$ cat config.mk
export PLATFORM = sky130hd
export DESIGN_NAME = tagdir_top
export DESIGN_NICKNAME = d
export VERILOG_FILES = /design/src/rtl/tagdir_pkg.sv /design/src/rtl/tagdir_lfsr.sv /design/src/rtl/tagdir_store.sv /design/src/rtl/tagdir_waysel.sv /design/src/rtl/tagdir_top.sv
export SDC_FILE = /design/constraint.sdc
export NUM_CORES = 2
export LEC_CHECK = 0
export ABC_AREA = 1
export CAP_MARGIN = 15
export CORE_ASPECT_RATIO = 1.1
export CORE_UTILIZATION = 63
export DETAILED_ROUTE_END_ITERATION = 6
export DONT_BUFFER_PORTS = 1
export PLACE_DENSITY = 0.82
export SLEW_MARGIN = 0
export SYNTH_ARGS = -nofsm -noshare
export SYNTH_HDL_FRONTEND = slang
export SYNTH_SLANG_ARGS = --single-unit
$ cat constraint.sdc
create_clock -name clk -period 6.8 [get_ports clk]
set_clock_uncertainty 0.15 [all_clocks]
set_input_delay 1.7 -clock clk [delete_from_list [all_inputs] [get_ports clk]]
set_output_delay 1.7 -clock clk [all_outputs]
set_load 0.03 [all_outputs]
$ cat src/rtl/tagdir_pkg.sv
package tagdir_pkg;

  typedef enum logic [1:0] {
    KIND_L1   = 2'd0,
    KIND_L2   = 2'd1,
    KIND_MISS = 2'd2
  } kind_e;

  typedef enum logic [2:0] {
    ST_IDLE = 3'd0,
    ST_L1   = 3'd1,
    ST_INS  = 3'd2,
    ST_L2   = 3'd3,
    ST_DONE = 3'd4
  } state_e;

endpackage

$ cat src/rtl/tagdir_lfsr.sv
module tagdir_lfsr #(
  parameter int          W    = 16,
  parameter logic [15:0] SEED = 16'hACE1,
  parameter logic [15:0] MASK = 16'hB400
) (
  input  logic         clk,
  input  logic         rst_n,
  input  logic         step,
  output logic [W-1:0] value
);

  logic [W-1:0] lfsr_q, lfsr_d;

  always_comb begin
    lfsr_d = lfsr_q;
    if (step) begin
      lfsr_d = lfsr_q >> 1;
      if (lfsr_q[0]) lfsr_d = lfsr_d ^ W'(MASK);
    end
  end

  always_ff @(posedge clk or negedge rst_n) begin
    if (!rst_n)    lfsr_q <= W'(SEED);
    else if (step) lfsr_q <= lfsr_d;
  end

  assign value = lfsr_q;

endmodule

$ cat src/rtl/tagdir_store.sv
module tagdir_store #(
  parameter  int SETS  = 4,
  parameter  int WAYS  = 2,
  parameter  int TAG_W = 8,
  localparam int IDX_W = $clog2(SETS),
  localparam int WAY_W = $clog2(WAYS)
) (
  input  logic                       clk,
  input  logic                       rst_n,
  input  logic [IDX_W-1:0]           rd_idx,
  output logic [WAYS-1:0]            rd_valid,
  output logic [WAYS-1:0]            rd_dirty,
  output logic [WAYS-1:0][TAG_W-1:0] rd_tag,
  input  logic                       wr_en,
  input  logic [IDX_W-1:0]           wr_idx,
  input  logic [WAY_W-1:0]           wr_way,
  input  logic [TAG_W-1:0]           wr_tag,
  input  logic                       wr_valid,
  input  logic                       wr_dirty
);

  logic [SETS-1:0][WAYS-1:0]            valid_q;
  logic [SETS-1:0][WAYS-1:0]            dirty_q;
  logic [SETS-1:0][WAYS-1:0][TAG_W-1:0] tag_q;

  always_ff @(posedge clk or negedge rst_n) begin
    if (!rst_n) begin
      valid_q <= '0;
      dirty_q <= '0;
    end else if (wr_en) begin
      valid_q[wr_idx][wr_way] <= wr_valid;
      dirty_q[wr_idx][wr_way] <= wr_dirty;
    end
  end

  always_ff @(posedge clk) begin
    if (wr_en) tag_q[wr_idx][wr_way] <= wr_tag;
  end

  assign rd_valid = valid_q[rd_idx];
  assign rd_dirty = dirty_q[rd_idx];
  assign rd_tag   = tag_q[rd_idx];

endmodule

$ cat src/rtl/tagdir_waysel.sv
module tagdir_waysel #(
  parameter  int WAYS  = 2,
  parameter  int TAG_W = 8,
  localparam int WAY_W = $clog2(WAYS)
) (
  input  logic [WAYS-1:0]            valid,
  input  logic [WAYS-1:0][TAG_W-1:0] tags,
  input  logic [TAG_W-1:0]           look_tag,
  input  logic [WAY_W-1:0]           rnd_way,
  output logic                       hit,
  output logic [WAY_W-1:0]           hit_way,
  output logic                       any_free,
  output logic [WAY_W-1:0]           pick_way
);

  logic [WAYS-1:0] match;
  logic [WAY_W-1:0] free_way;

  for (genvar w = 0; w < WAYS; w++) begin : g_cmp
    assign match[w] = valid[w] && (tags[w] == look_tag);
  end

  always_comb begin
    hit      = 1'b0;
    hit_way  = '0;
    any_free = 1'b0;
    free_way = '0;
    for (int w = 0; w < WAYS; w++) begin
      if (match[w] && !hit) begin
        hit     = 1'b1;
        hit_way = WAY_W'(w);
      end
      if (!valid[w]) begin
        any_free = 1'b1;
        free_way = WAY_W'(w);
      end
    end
    pick_way = any_free ? free_way : rnd_way;
  end

endmodule

$ cat src/rtl/tagdir_top.sv
module tagdir_top #(
  parameter int          ADDR_W      = 32,
  parameter int          LINE_BYTES  = 32,
  parameter int          L1_SETS     = 4,
  parameter int          L1_WAYS     = 2,
  parameter int          L2_SETS     = 8,
  parameter int          L2_WAYS     = 4,
  parameter int          LAT_W       = 8,
  parameter int          CNT_W       = 32,
  parameter int          L1_HIT_LAT  = 1,
  parameter int          L1_MISS_LAT = 1,
  parameter int          L2_LAT      = 14,
  parameter int          MEM_RD_LAT  = 55,
  parameter int          MEM_WR_LAT  = 55,
  parameter logic [15:0] LFSR_SEED   = 16'hACE1
) (
  input  logic              clk,
  input  logic              rst_n,
  input  logic              req_valid,
  output logic              req_ready,
  input  logic [ADDR_W-1:0] req_addr,
  input  logic              req_write,
  output logic              done,
  output logic [1:0]        res_kind,
  output logic [LAT_W-1:0]  res_latency,
  output logic              res_wb,
  output logic [CNT_W-1:0]  cnt_l1_hit,
  output logic [CNT_W-1:0]  cnt_l2_hit,
  output logic [CNT_W-1:0]  cnt_miss
);
  import tagdir_pkg::*;

  localparam int OFF_W  = $clog2(LINE_BYTES);
  localparam int LINE_W = ADDR_W - OFF_W;
  localparam int I1_W   = $clog2(L1_SETS);
  localparam int T1_W   = LINE_W - I1_W;
  localparam int W1_W   = $clog2(L1_WAYS);
  localparam int I2_W   = $clog2(L2_SETS);
  localparam int T2_W   = LINE_W - I2_W;
  localparam int W2_W   = $clog2(L2_WAYS);

  state_e             state_q, state_d;
  logic [LINE_W-1:0]  line_q, line_d;
  logic               wr_q, wr_d;
  logic [LINE_W-1:0]  vline_q, vline_d;
  logic               vdirty_q, vdirty_d;
  logic [LAT_W-1:0]   lat_q, lat_d;
  kind_e              kind_q, kind_d;
  logic               wb_q, wb_d;
  logic [CNT_W-1:0]   c1_q, c1_d, c2_q, c2_d, cm_q, cm_d;
  logic               take_req;

  logic               lfsr_step;
  logic [15:0]        lfsr_val;

  logic [L1_WAYS-1:0]            l1_rd_valid, l1_rd_dirty;
  logic [L1_WAYS-1:0][T1_W-1:0]  l1_rd_tag;
  logic                          l1_we, l1_wdirty;
  logic [W1_W-1:0]               l1_wway, l1_rnd, l1_hit_way, l1_pick;
  logic                          l1_hit, l1_free;

  logic [L2_WAYS-1:0]            l2_rd_valid, l2_rd_dirty;
  logic [L2_WAYS-1:0][T2_W-1:0]  l2_rd_tag;
  logic                          l2_we, l2_wvalid, l2_wdirty;
  logic [W2_W-1:0]               l2_wway, l2_rnd, l2_hit_way, l2_pick;
  logic                          l2_hit, l2_free;
  logic [LINE_W-1:0]             l2_line;

  logic unused_offset;
  assign unused_offset = ^req_addr[OFF_W-1:0];

  tagdir_lfsr #(.W(16), .SEED(LFSR_SEED), .MASK(16'hB400)) u_lfsr (
    .clk(clk), .rst_n(rst_n), .step(lfsr_step), .value(lfsr_val)
  );

  assign l1_rnd = W1_W'(int'(lfsr_val) % L1_WAYS);
  assign l2_rnd = W2_W'(int'(lfsr_val) % L2_WAYS);

  tagdir_store #(.SETS(L1_SETS), .WAYS(L1_WAYS), .TAG_W(T1_W)) u_l1_store (
    .clk(clk), .rst_n(rst_n),
    .rd_idx(line_q[I1_W-1:0]),
    .rd_valid(l1_rd_valid), .rd_dirty(l1_rd_dirty), .rd_tag(l1_rd_tag),
    .wr_en(l1_we), .wr_idx(line_q[I1_W-1:0]), .wr_way(l1_wway),
    .wr_tag(line_q[LINE_W-1:I1_W]), .wr_valid(1'b1), .wr_dirty(l1_wdirty)
  );

  tagdir_waysel #(.WAYS(L1_WAYS), .TAG_W(T1_W)) u_l1_sel (
    .valid(l1_rd_valid), .tags(l1_rd_tag), .look_tag(line_q[LINE_W-1:I1_W]),
    .rnd_way(l1_rnd), .hit(l1_hit), .hit_way(l1_hit_way),
    .any_free(l1_free), .pick_way(l1_pick)
  );

  // second level addresses the displaced line while inserting it
  assign l2_line = (state_q == ST_INS) ? vline_q : line_q;

  tagdir_store #(.SETS(L2_SETS), .WAYS(L2_WAYS), .TAG_W(T2_W)) u_l2_store (
    .clk(clk), .rst_n(rst_n),
    .rd_idx(l2_line[I2_W-1:0]),
    .rd_valid(l2_rd_valid), .rd_dirty(l2_rd_dirty), .rd_tag(l2_rd_tag),
    .wr_en(l2_we), .wr_idx(l2_line[I2_W-1:0]), .wr_way(l2_wway),
    .wr_tag(l2_line[LINE_W-1:I2_W]), .wr_valid(l2_wvalid), .wr_dirty(l2_wdirty)
  );

  tagdir_waysel #(.WAYS(L2_WAYS), .TAG_W(T2_W)) u_l2_sel (
    .valid(l2_rd_valid), .tags(l2_rd_tag), .look_tag(l2_line[LINE_W-1:I2_W]),
    .rnd_way(l2_rnd), .hit(l2_hit), .hit_way(l2_hit_way),
    .any_free(l2_free), .pick_way(l2_pick)
  );

  always_comb begin
    state_d   = state_q;
    line_d    = line_q;
    wr_d      = wr_q;
    vline_d   = vline_q;
    vdirty_d  = vdirty_q;
    lat_d     = lat_q;
    kind_d    = kind_q;
    wb_d      = wb_q;
    c1_d      = c1_q;
    c2_d      = c2_q;
    cm_d      = cm_q;
    take_req  = 1'b0;
    lfsr_step = 1'b0;
    l1_we     = 1'b0;
    l1_wway   = l1_pick;
    l1_wdirty = wr_q;
    l2_we     = 1'b0;
    l2_wway   = l2_pick;
    l2_wvalid = 1'b1;
    l2_wdirty = vdirty_q;
    unique case (state_q)
      ST_IDLE: begin
        if (req_valid) begin
          take_req = 1'b1;
          line_d   = req_addr[ADDR_W-1:OFF_W];
          wr_d     = req_write;
          lat_d    = '0;
          wb_d     = 1'b0;
          state_d  = ST_L1;
        end
      end
      ST_L1: begin
        if (l1_hit) begin
          kind_d    = KIND_L1;
          lat_d     = LAT_W'(L1_HIT_LAT);
          l1_we     = wr_q;
          l1_wway   = l1_hit_way;
          l1_wdirty = 1'b1;
          state_d   = ST_DONE;
        end else begin
          l1_we = 1'b1;
          lat_d = LAT_W'(L1_MISS_LAT);
          if (!l1_free) begin
            lfsr_step = 1'b1;
            vline_d   = {l1_rd_tag[l1_pick], line_q[I1_W-1:0]};
            vdirty_d  = l1_rd_dirty[l1_pick];
            state_d   = ST_INS;
          end else begin
            state_d = ST_L2;
          end
        end
      end
      ST_INS: begin
        l2_we = 1'b1;
        if (!l2_free) begin
          lfsr_step = 1'b1;
          if (l2_rd_dirty[l2_pick]) begin
            wb_d  = 1'b1;
            lat_d = lat_q + LAT_W'(MEM_WR_LAT);
          end
        end
        state_d = ST_L2;
      end
      ST_L2: begin
        if (l2_hit) begin
          kind_d = KIND_L2;
          lat_d  = lat_q + LAT_W'(L2_LAT);
          if (!wr_q) begin
            l2_we     = 1'b1;
            l2_wway   = l2_hit_way;
            l2_wvalid = 1'b0;
            l2_wdirty = 1'b0;
          end
        end else begin
          kind_d = KIND_MISS;
          lat_d  = lat_q + LAT_W'(L2_LAT + MEM_RD_LAT);
        end
        state_d = ST_DONE;
      end
      ST_DONE: begin
        unique case (kind_q)
          KIND_L1: c1_d = c1_q + 1'b1;
          KIND_L2: c2_d = c2_q + 1'b1;
          default: cm_d = cm_q + 1'b1;
        endcase
        state_d = ST_IDLE;
      end
      default: state_d = ST_IDLE;
    endcase
  end

  always_ff @(posedge clk or negedge rst_n) begin
    if (!rst_n) begin
      state_q <= ST_IDLE;
      lat_q   <= '0;
      kind_q  <= KIND_L1;
      wb_q    <= 1'b0;
      c1_q    <= '0;
      c2_q    <= '0;
      cm_q    <= '0;
    end else begin
      state_q <= state_d;
      lat_q   <= lat_d;
      kind_q  <= kind_d;
      wb_q    <= wb_d;
      c1_q    <= c1_d;
      c2_q    <= c2_d;
      cm_q    <= cm_d;
    end
  end

  always_ff @(posedge clk) begin
    if (take_req) begin
      line_q <= line_d;
      wr_q   <= wr_d;
    end
    if (state_q == ST_L1) begin
      vline_q  <= vline_d;
      vdirty_q <= vdirty_d;
    end
  end

  assign req_ready   = (state_q == ST_IDLE);
  assign done        = (state_q == ST_DONE);
  assign res_kind    = kind_q;
  assign res_latency = lat_q;
  assign res_wb      = wb_q;
  assign cnt_l1_hit  = c1_q;
  assign cnt_l2_hit  = c2_q;
  assign cnt_miss    = cm_q;

endmodule

Word level (Yosys, flattened, before mapping). Cells that the tools add are included.

Bits in registers: 1230. Input bits: 36. Output and inout bits: 109. Word-level logic and storage cells: 247.

Add/sub/neg operators: 6. Magnitude comparators: 10. Equality and inequality tests: 15. Mux-type cells: 103. Bitwise gates (word level): 5. Reduce and logical (&&, ||, !) cells: 32.

Operator list (count): 768-bit bitwise mux (1); 96-bit binary-select mux with 3-bit select (1); 96-bit demux with 3-bit select (1); 200-bit bitwise mux (1); 96-bit 2-to-1 mux (2); 50-bit binary-select mux with 2-bit select (1); 50-bit demux with 2-bit select (1); 50-bit 2-to-1 mux (2); 32-bit by 1-bit adder with 32-bit output, second input constant (3); 24-bit equality test (4); 25-bit 2-to-1 mux (3); 32-bit bitwise mux (2); 25-bit equality test (2); 24-bit demux with 2-bit select (1); 1-bit 2-to-1 mux (45); 8-bit 2-to-1 mux (4); 8-bit case mux with 4 select lines (1); 27-bit 2-to-1 mux (1); 2-bit 2-to-1 mux (13); 25-bit demux with 1-bit select (1); 4-bit binary-select mux with 3-bit select (2); 24-bit 2-to-1 mux (1); 16-bit 2-to-1 mux (1); 1-bit logical AND (14); 39 further kinds (63).

Logic depth before layout (Yosys ltp).
Depth after elaboration: 26. Mapped depth: 30. Mapped depth without buffers: 27.

Hierarchy. From an unflattened synthesis, not the netlist that was laid out.

Cells, all modules: 6619. Area total of the unflattened synthesis: 58628.7 um^2.

Modules (own cells, without submodules): tagdir_store at u_l2_store (instances 1, cells each 3791, area each 36528.8 um^2, sequential area each 24663.7 um^2); tagdir_top (instances 1, cells each 1274, area each 9364.0 um^2, sequential area each 4434.3 um^2); tagdir_store at u_l1_store (instances 1, cells each 873, area each 9293.9 um^2, sequential area each 6406.1 um^2); tagdir_waysel at u_l2_sel (instances 1, cells each 348, area each 1675.4 um^2, sequential area each 0.0 um^2); tagdir_waysel at u_l1_sel (instances 1, cells each 246, area each 997.2 um^2, sequential area each 0.0 um^2); tagdir_lfsr (instances 1, cells each 87, area each 769.5 um^2, sequential area each 410.4 um^2).

Worst setup path before layout. Ideal clock, no wire load.

Path kind: register to register. From: reg state_q[0]. To: reg u_l2_store.tag_q[120] (netlist bit) (enable). Setup time: 0.379 ns. Data arrival time: 4.709 ns. Data required time: 6.271 ns. Slack: 1.562 ns. Stages on the path, launching flop included: 20. Buffers on the path: 2. Clock period less this slack: 5.238 ns. Cell sequence: dfrtp_1 -> inv_2 -> nand3_4 -> buf_2 -> o21ai_0 -> inv_1 -> nand2_1 -> nand2_1 -> nor2_1 -> nand2_1 -> nor2_1 -> nand2_1 -> nor2_1 -> nor2_2 -> nand2_4 -> nand3_2 -> a21oi_1 -> buf_2 -> nand3_1 -> inv_1.

Elaborated cells on any way between the ends: 27. Those cells by class: eq/ne: 6; mux: 11; reduce/logical: 10.

RTL lines: start, declared (line tagdir_top.sv:42) `state_e state_q, state_d;`; start signal, assigned (line tagdir_top.sv:212) `state_q <= state_d;`; 3-bit by 2-bit equality test with 1-bit output (*) (line tagdir_top.sv:94) `assign l2_line = (state_q == ST_INS) ? vline_q : line_q;`; 27-bit 2-to-1 mux (*) (line tagdir_top.sv:94); named net l2_line[8] (line tagdir_top.sv:67) `logic [LINE_W-1:0] l2_line;`; 24-bit equality test (line tagdir_waysel.sv:20) `assign match[w] = valid[w] && (tags[w] == look_tag);`; 1-bit logical AND (line tagdir_waysel.sv:20); 1-bit 2-to-1 mux (line tagdir_waysel.sv:29) `if (match[w] && !hit) begin`; 1-bit logical NOT (line tagdir_waysel.sv:29); 1-bit logical AND (line tagdir_waysel.sv:29); 1-bit 2-to-1 mux (line tagdir_waysel.sv:29); 1-bit logical NOT (line tagdir_waysel.sv:29); 1-bit logical AND (line tagdir_waysel.sv:29); 1-bit 2-to-1 mux (line tagdir_waysel.sv:29); 1-bit logical NOT (line tagdir_waysel.sv:29); 1-bit logical AND (line tagdir_waysel.sv:29); 1-bit 2-to-1 mux (*) (line tagdir_waysel.sv:29); 1-bit 2-to-1 mux (*) (line tagdir_top.sv:175) `if (l2_hit) begin`; 1-bit case mux with 2 select lines (*) (line tagdir_top.sv:131) `unique case (state_q)`; end signal, assigned by index (line tagdir_store.sv:37) `if (wr_en) tag_q[wr_idx][wr_way] <= wr_tag;`; end, declared (line tagdir_store.sv:24) `logic [SETS-1:0][WAYS-1:0][TAG_W-1:0] tag_q;`.

The timed path passes the listed nets; every way through them passes the cells marked *. The select of a mux whose other input is x is not followed. A chain may end at the register's enable or synchronous reset.

Worst setup path in the final report.
From: reg state_q[0]. To: reg u_l2_store.tag_q[88] (netlist bit) (enable).

Word-level cells in the longest chain between the ends: 18. Elaborated cells on any way between the ends: 27. Those cells by class: eq/ne: 6; mux: 11; reduce/logical: 10.

Ends and longest elaborated chain: 3-bit by 2-bit equality test with 1-bit output (line tagdir_top.sv:94, tagdir_top.sv:131); 27-bit 2-to-1 mux (line tagdir_top.sv:94); 96-bit binary-select mux with 3-bit select (line tagdir_store.sv:42) `assign rd_tag = tag_q[rd_idx];`; 96-bit 2-to-1 mux (implied by the code) (line tagdir_store.sv:42); 24-bit equality test (line tagdir_waysel.sv:20); 1-bit logical AND (line tagdir_waysel.sv:20); 1-bit 2-to-1 mux (line tagdir_waysel.sv:29); 1-bit logical NOT (line tagdir_waysel.sv:29); [... 2 more ...]; 1-bit logical NOT (line tagdir_waysel.sv:29); 1-bit logical AND (line tagdir_waysel.sv:29); 1-bit 2-to-1 mux (line tagdir_waysel.sv:29); 1-bit logical NOT (line tagdir_waysel.sv:29); 1-bit logical AND (line tagdir_waysel.sv:29); 1-bit 2-to-1 mux (line tagdir_waysel.sv:29); 1-bit 2-to-1 mux (line tagdir_top.sv:175); 1-bit case mux with 2 select lines (*) (line tagdir_top.sv:131).

Every way passes the cells marked *; elsewhere a longest branch is shown, timed or not. The select of a mux whose other input is x is not followed.

==> impl.org <==
** Critical path
- The kind of cell with the highest combined delay along the critical path is simple AND/OR/NAND/NOR gates.
- STA classifies the critical path startpoint as a register.
- The number of buffers and inverters on the critical path is 5.
- The setup path with the least slack is of type register to register.
- Library cell contributing the largest single delay on the critical path :: sky130_fd_sc_hd__buf_4
- The worst setup path is captured at a register.
- Slowest cell delay on critical path :: 0.91 ns
- Data required time of the critical path :: 7.01 ns
- Of all nets on the critical path, the largest fanout is 90.
- Cell repeated most along the worst path :: sky130_fd_sc_hd__nand2_1
- Arrival time at the worst endpoint :: 6.24 ns

** Clocking
- Gates resized during post-CTS repair numbered 0.
- For the worst-skew pair, the clock arrives at the later sink with an insertion delay of 0.73 ns.
- The clock passes through at most 3 buffers.
- Cts bufs inserted :: 116
- Number of buffers added for setup after CTS :: 0
- Hold Buf Count CTS :: 0
- H-tree depth :: 3
- Clock slew seen by the registers of the worst setup and hold paths :: 0.06 ns
- TritonCTS clock tree :: done
- Clock tree synthesis selected as its root buffer the cell sky130_fd_sc_hd__clkbuf_16.
- Counting every sink on the clock net gives 1230.

** Floorplan
- The die covers 88900 sq um.
- Initial standard-cell utilization of the core :: 0.6376
- The floorplan step defined a core boundary enclosing 86670 sq um.
- In this run the horizontal extent of the chip is 284.4 um.
- Rows :: 113
- The floorplan step set the die height to 312.6 um.
- Top Ports :: 145

** Synth
- Count of synthesis-stage warnings from yosys :: 0
- Post-Syn Instances :: 5612
- Number of flip-flops and latches in the synthesized netlist :: 1230
- Synth Net Count :: 5656
- Cell area after synthesis :: 55260 sq um
- Post-synth top area cell :: sky130_fd_sc_hd__edfxtp_1
- For this run, asynchronously set or reset flops after synthesis account for 0.1675.
- A synthesized cell averages 9.846 sq um.
- sky130_fd_sc_hd__nand2_1 is the most common cell in the netlist.
- Most area-consuming cells after synthesis :: sky130_fd_sc_hd__edfxtp_1 (56%), sky130_fd_sc_hd__nand2_1 (15%), sky130_fd_sc_hd__dfrtp_1 (9.0%)
- Yosys mapped a number of flops with a built-in enable equal to 1024.
- After synthesis, the netlist uses 53 different library cells.
- By count the netlist is led by sky130_fd_sc_hd__nand2_1 (2248), sky130_fd_sc_hd__edfxtp_1 (1024), sky130_fd_sc_hd__inv_1 (558), sky130_fd_sc_hd__nand3_1 (397), sky130_fd_sc_hd__nor2_1 (276).
- Share of the synthesized area in the top cell type :: 0.5565
- Main synth FF type :: sky130_fd_sc_hd__edfxtp_1
- Of the synthesized area, sequential elements account for 0.6500.

** Power and ir drop
- Psw :: 11030 uW
- The internal portion of the total power is 16230 uW.
- Proportion of power drawn by the clock network :: 0.249
- Maximum VDD drop :: 0.3684 mV
- The analysis attributes to cell leakage a power of 0.02657 uW.
- Sequential Power Share :: 0.371
- Of the total power, the share spent switching nets is 0.4046.
- Combinational share of power :: 0.380
- For this design the ratio of total power to cell area is 445.0 nW/um^2.

** STA
- The final-report max-slew violation count is 0.
- The worst path in the final design needs a cycle of 6.028 ns, including I/O delays and setup.
- Setup total negative slack on the finished layout was measured at 0 ns.
- Setup violations remaining at the end of the flow were counted as 0.
- Across all hold checks on the routed design, the worst slack comes to 0.3138 ns.
- At the pin with the least slew margin, the transition time is 1.229 ns.
- Total count of hold-check failures in the final report :: 0
- Setup repair after global routing left no endpoint under its margin.
- Maximum frequency from static timing analysis :: 165.9 MHz
- Final worst path period share :: 0.8864
- Headroom to the max-slew limit came out at 0.1809.

** Detailed routing
- DRC marker count from the first detailed-route iteration :: 5333
- Summing over every cut layer, the via total after detailed routing is 40630.
- Met3 wire len :: 16.19 mm
- The count of nets left with antenna violations once routing finished came out at 0.
- Uppermost layer routed :: met5
- For this run, design rule violations remaining after detail routing come to 0.
- Wire length on met2 :: 68.51 mm
- Drt pass-1 iters :: 6
- Wires add up to 147.1 mm.
- After detailed routing, the average wire length per cell comes to 21.33 um.
- Sum of routed wire segments on met1 :: 52.64 mm
- In the routed layout, each cell is associated on average with a via count of 5.890.

** Hold path
- Hold WC Path Type :: register to register

** Outcome
- The flow ran to the end, and the final reports show no timing, DRC or antenna violations.

** Global route
- The first global-routing pass estimated 222.0 mm of wire.
- Total congestion overflow :: 0
- The number of antenna violations at the first check in global routing came to 3.
- Vias in the first global route :: 39250
- Maximum number of pins on one net before global-route repair :: 207
- Across every metal layer, demand over resource in global routing totals 0.3292.

** Finish
- Layout cell share with drive strength beyond 1 :: 0.06822
- Syn-to-layout area delta :: 10.87%
- Fill cell count :: 5885
- Fin nets :: 5688

** Flow run
- The tool flagged a number of max-cap violations equal to 0.

** Place
- Post-DP HPWL :: 88.17 mm
- Routability cong. :: 0.9549
- Port Buf Inserts :: 0
==> stage by stage <==
step / instance area [sq um] / setup slack [ns] / power (uW) / util / std cells
finish: 61260 / 0.7722 / 27260 / 0.7068 / 6897
global route: 61260 / 0.5721 / 28510 / 0.7068 / 6897
CTS: 61260 / 1.071 / 27040 / 0.7068 / 6896
detailed placement: 57260 / 1.150 / 20250 / 0.6607 / 6676
global placement: 57260 / 1.231 / 19980 / 0.6607 / 6676
floorplan: 55260 / 1.562 / 16700 / - / 5612
==> layer usage <==
metal,vias to the layer above,track usage
met5,-,0
li1,18490,-
met2,2444,0.5289
met1,19190,0.4157
met3,500,0.06485
met4,4,0.2030
==> placed cells by master (no fill, tap or decap), drive strengths merged, types with 6 or more instances in the layout <==
cell,synthesis,routed
clkinv,2,47
bufinv,0,19
o211ai,6,6
a21oi,39,39
a22oi,37,37
nor3,29,29
dfstp,8,8
mux2i,6,6
nand2,2257,2257
ha,8,8
o21ai,166,166
nor2,283,283
nand4,83,83
xor2,67,67
a221oi,28,28
clkinvlp,0,8
clkbuf,76,143
nand3,400,400
buf,142,132
dfrtp,198,198
nand3b,87,87
or2,6,6
xnor2,50,50
inv,568,573
edfxtp,1024,1024
o22ai,8,8
a22o,11,11
==> area by class of cell <==
class,instances,area (sq um),area share
diodes,1,2.502,0.00004085
multi-input cells,3594,16460,0.2687
well taps,1150,1439,0.02349
repair buffers,132,1304,0.02128
inverters,570,2140,0.03492
clock inverters,77,930.9,0.01520
clock buffers,143,3068,0.05008
flip-flops and latches,1230,35910,0.5862
==> power by group through the flow <==
stage | sequential (uW) | clock (uW) | combinational [uW]
floorplan | 10100 | 0 | 6550
global placement | 10200 | 0 | 9780
CTS | 10100 | 6830 | 10100
detailed placement | 10200 | 0 | 10000
finish | 10100 | 6800 | 10400
global route | 10200 | 7110 | 11200
==> registers in the layout, indices dropped and copies added, names as in the netlist <==
signal and count:
cnt_l1_hit 32, cnt_l2_hit 32, cnt_miss 32, line_q 27
res_kind 2, res_latency 8, res_wb 1, state_q 3
u_l1_store.dirty_q 8, u_l1_store.tag_q 200, u_l1_store.valid_q 8, u_l2_store.dirty_q 32
u_l2_store.tag_q 768, u_l2_store.valid_q 32, u_lfsr.value 16, vdirty_q 1
vline_q 27, wr_q 1
==> cell families after synthesis <==
kind of cell,Yosys count,synth area share
buf+inv,788,0.05826
simple gates,3154,0.2363
fa+ha+maj,8,0.001812
mux,7,0.001291
compound gates,308,0.03381
flops,1230,0.6500
xor+xnor,117,0.01854
==> path summary, 6_finish.rpt <==
check / from / to / slack, ns / cells past startpoint
hold / removal: u_l1_store.valid_q[0] / u_l1_store.valid_q[0] / 0.31 / 2
setup / recovery: state_q[0] / u_l2_store.tag_q[88] / 0.77 / 25
max in group asynchronous: rst_n / u_lfsr.value[0] / 5.63 / 0
hold reg to reg: u_l1_store.valid_q[0] / u_l1_store.valid_q[0] / 0.31 / 2
min in group asynchronous: rst_n / cnt_l2_hit[26] / 0.53 / 0
setup reg to reg: state_q[0] / u_l2_store.tag_q[88] / 0.77 / 25
==> worst min-delay path, stage by stage (launching register included) <==
cell	delay, ns
sky130_fd_sc_hd__dfrtp_1	0.32
sky130_fd_sc_hd__inv_1	0.05
sky130_fd_sc_hd__nand2_1	0.06
(Power assumes the default switching activity.)
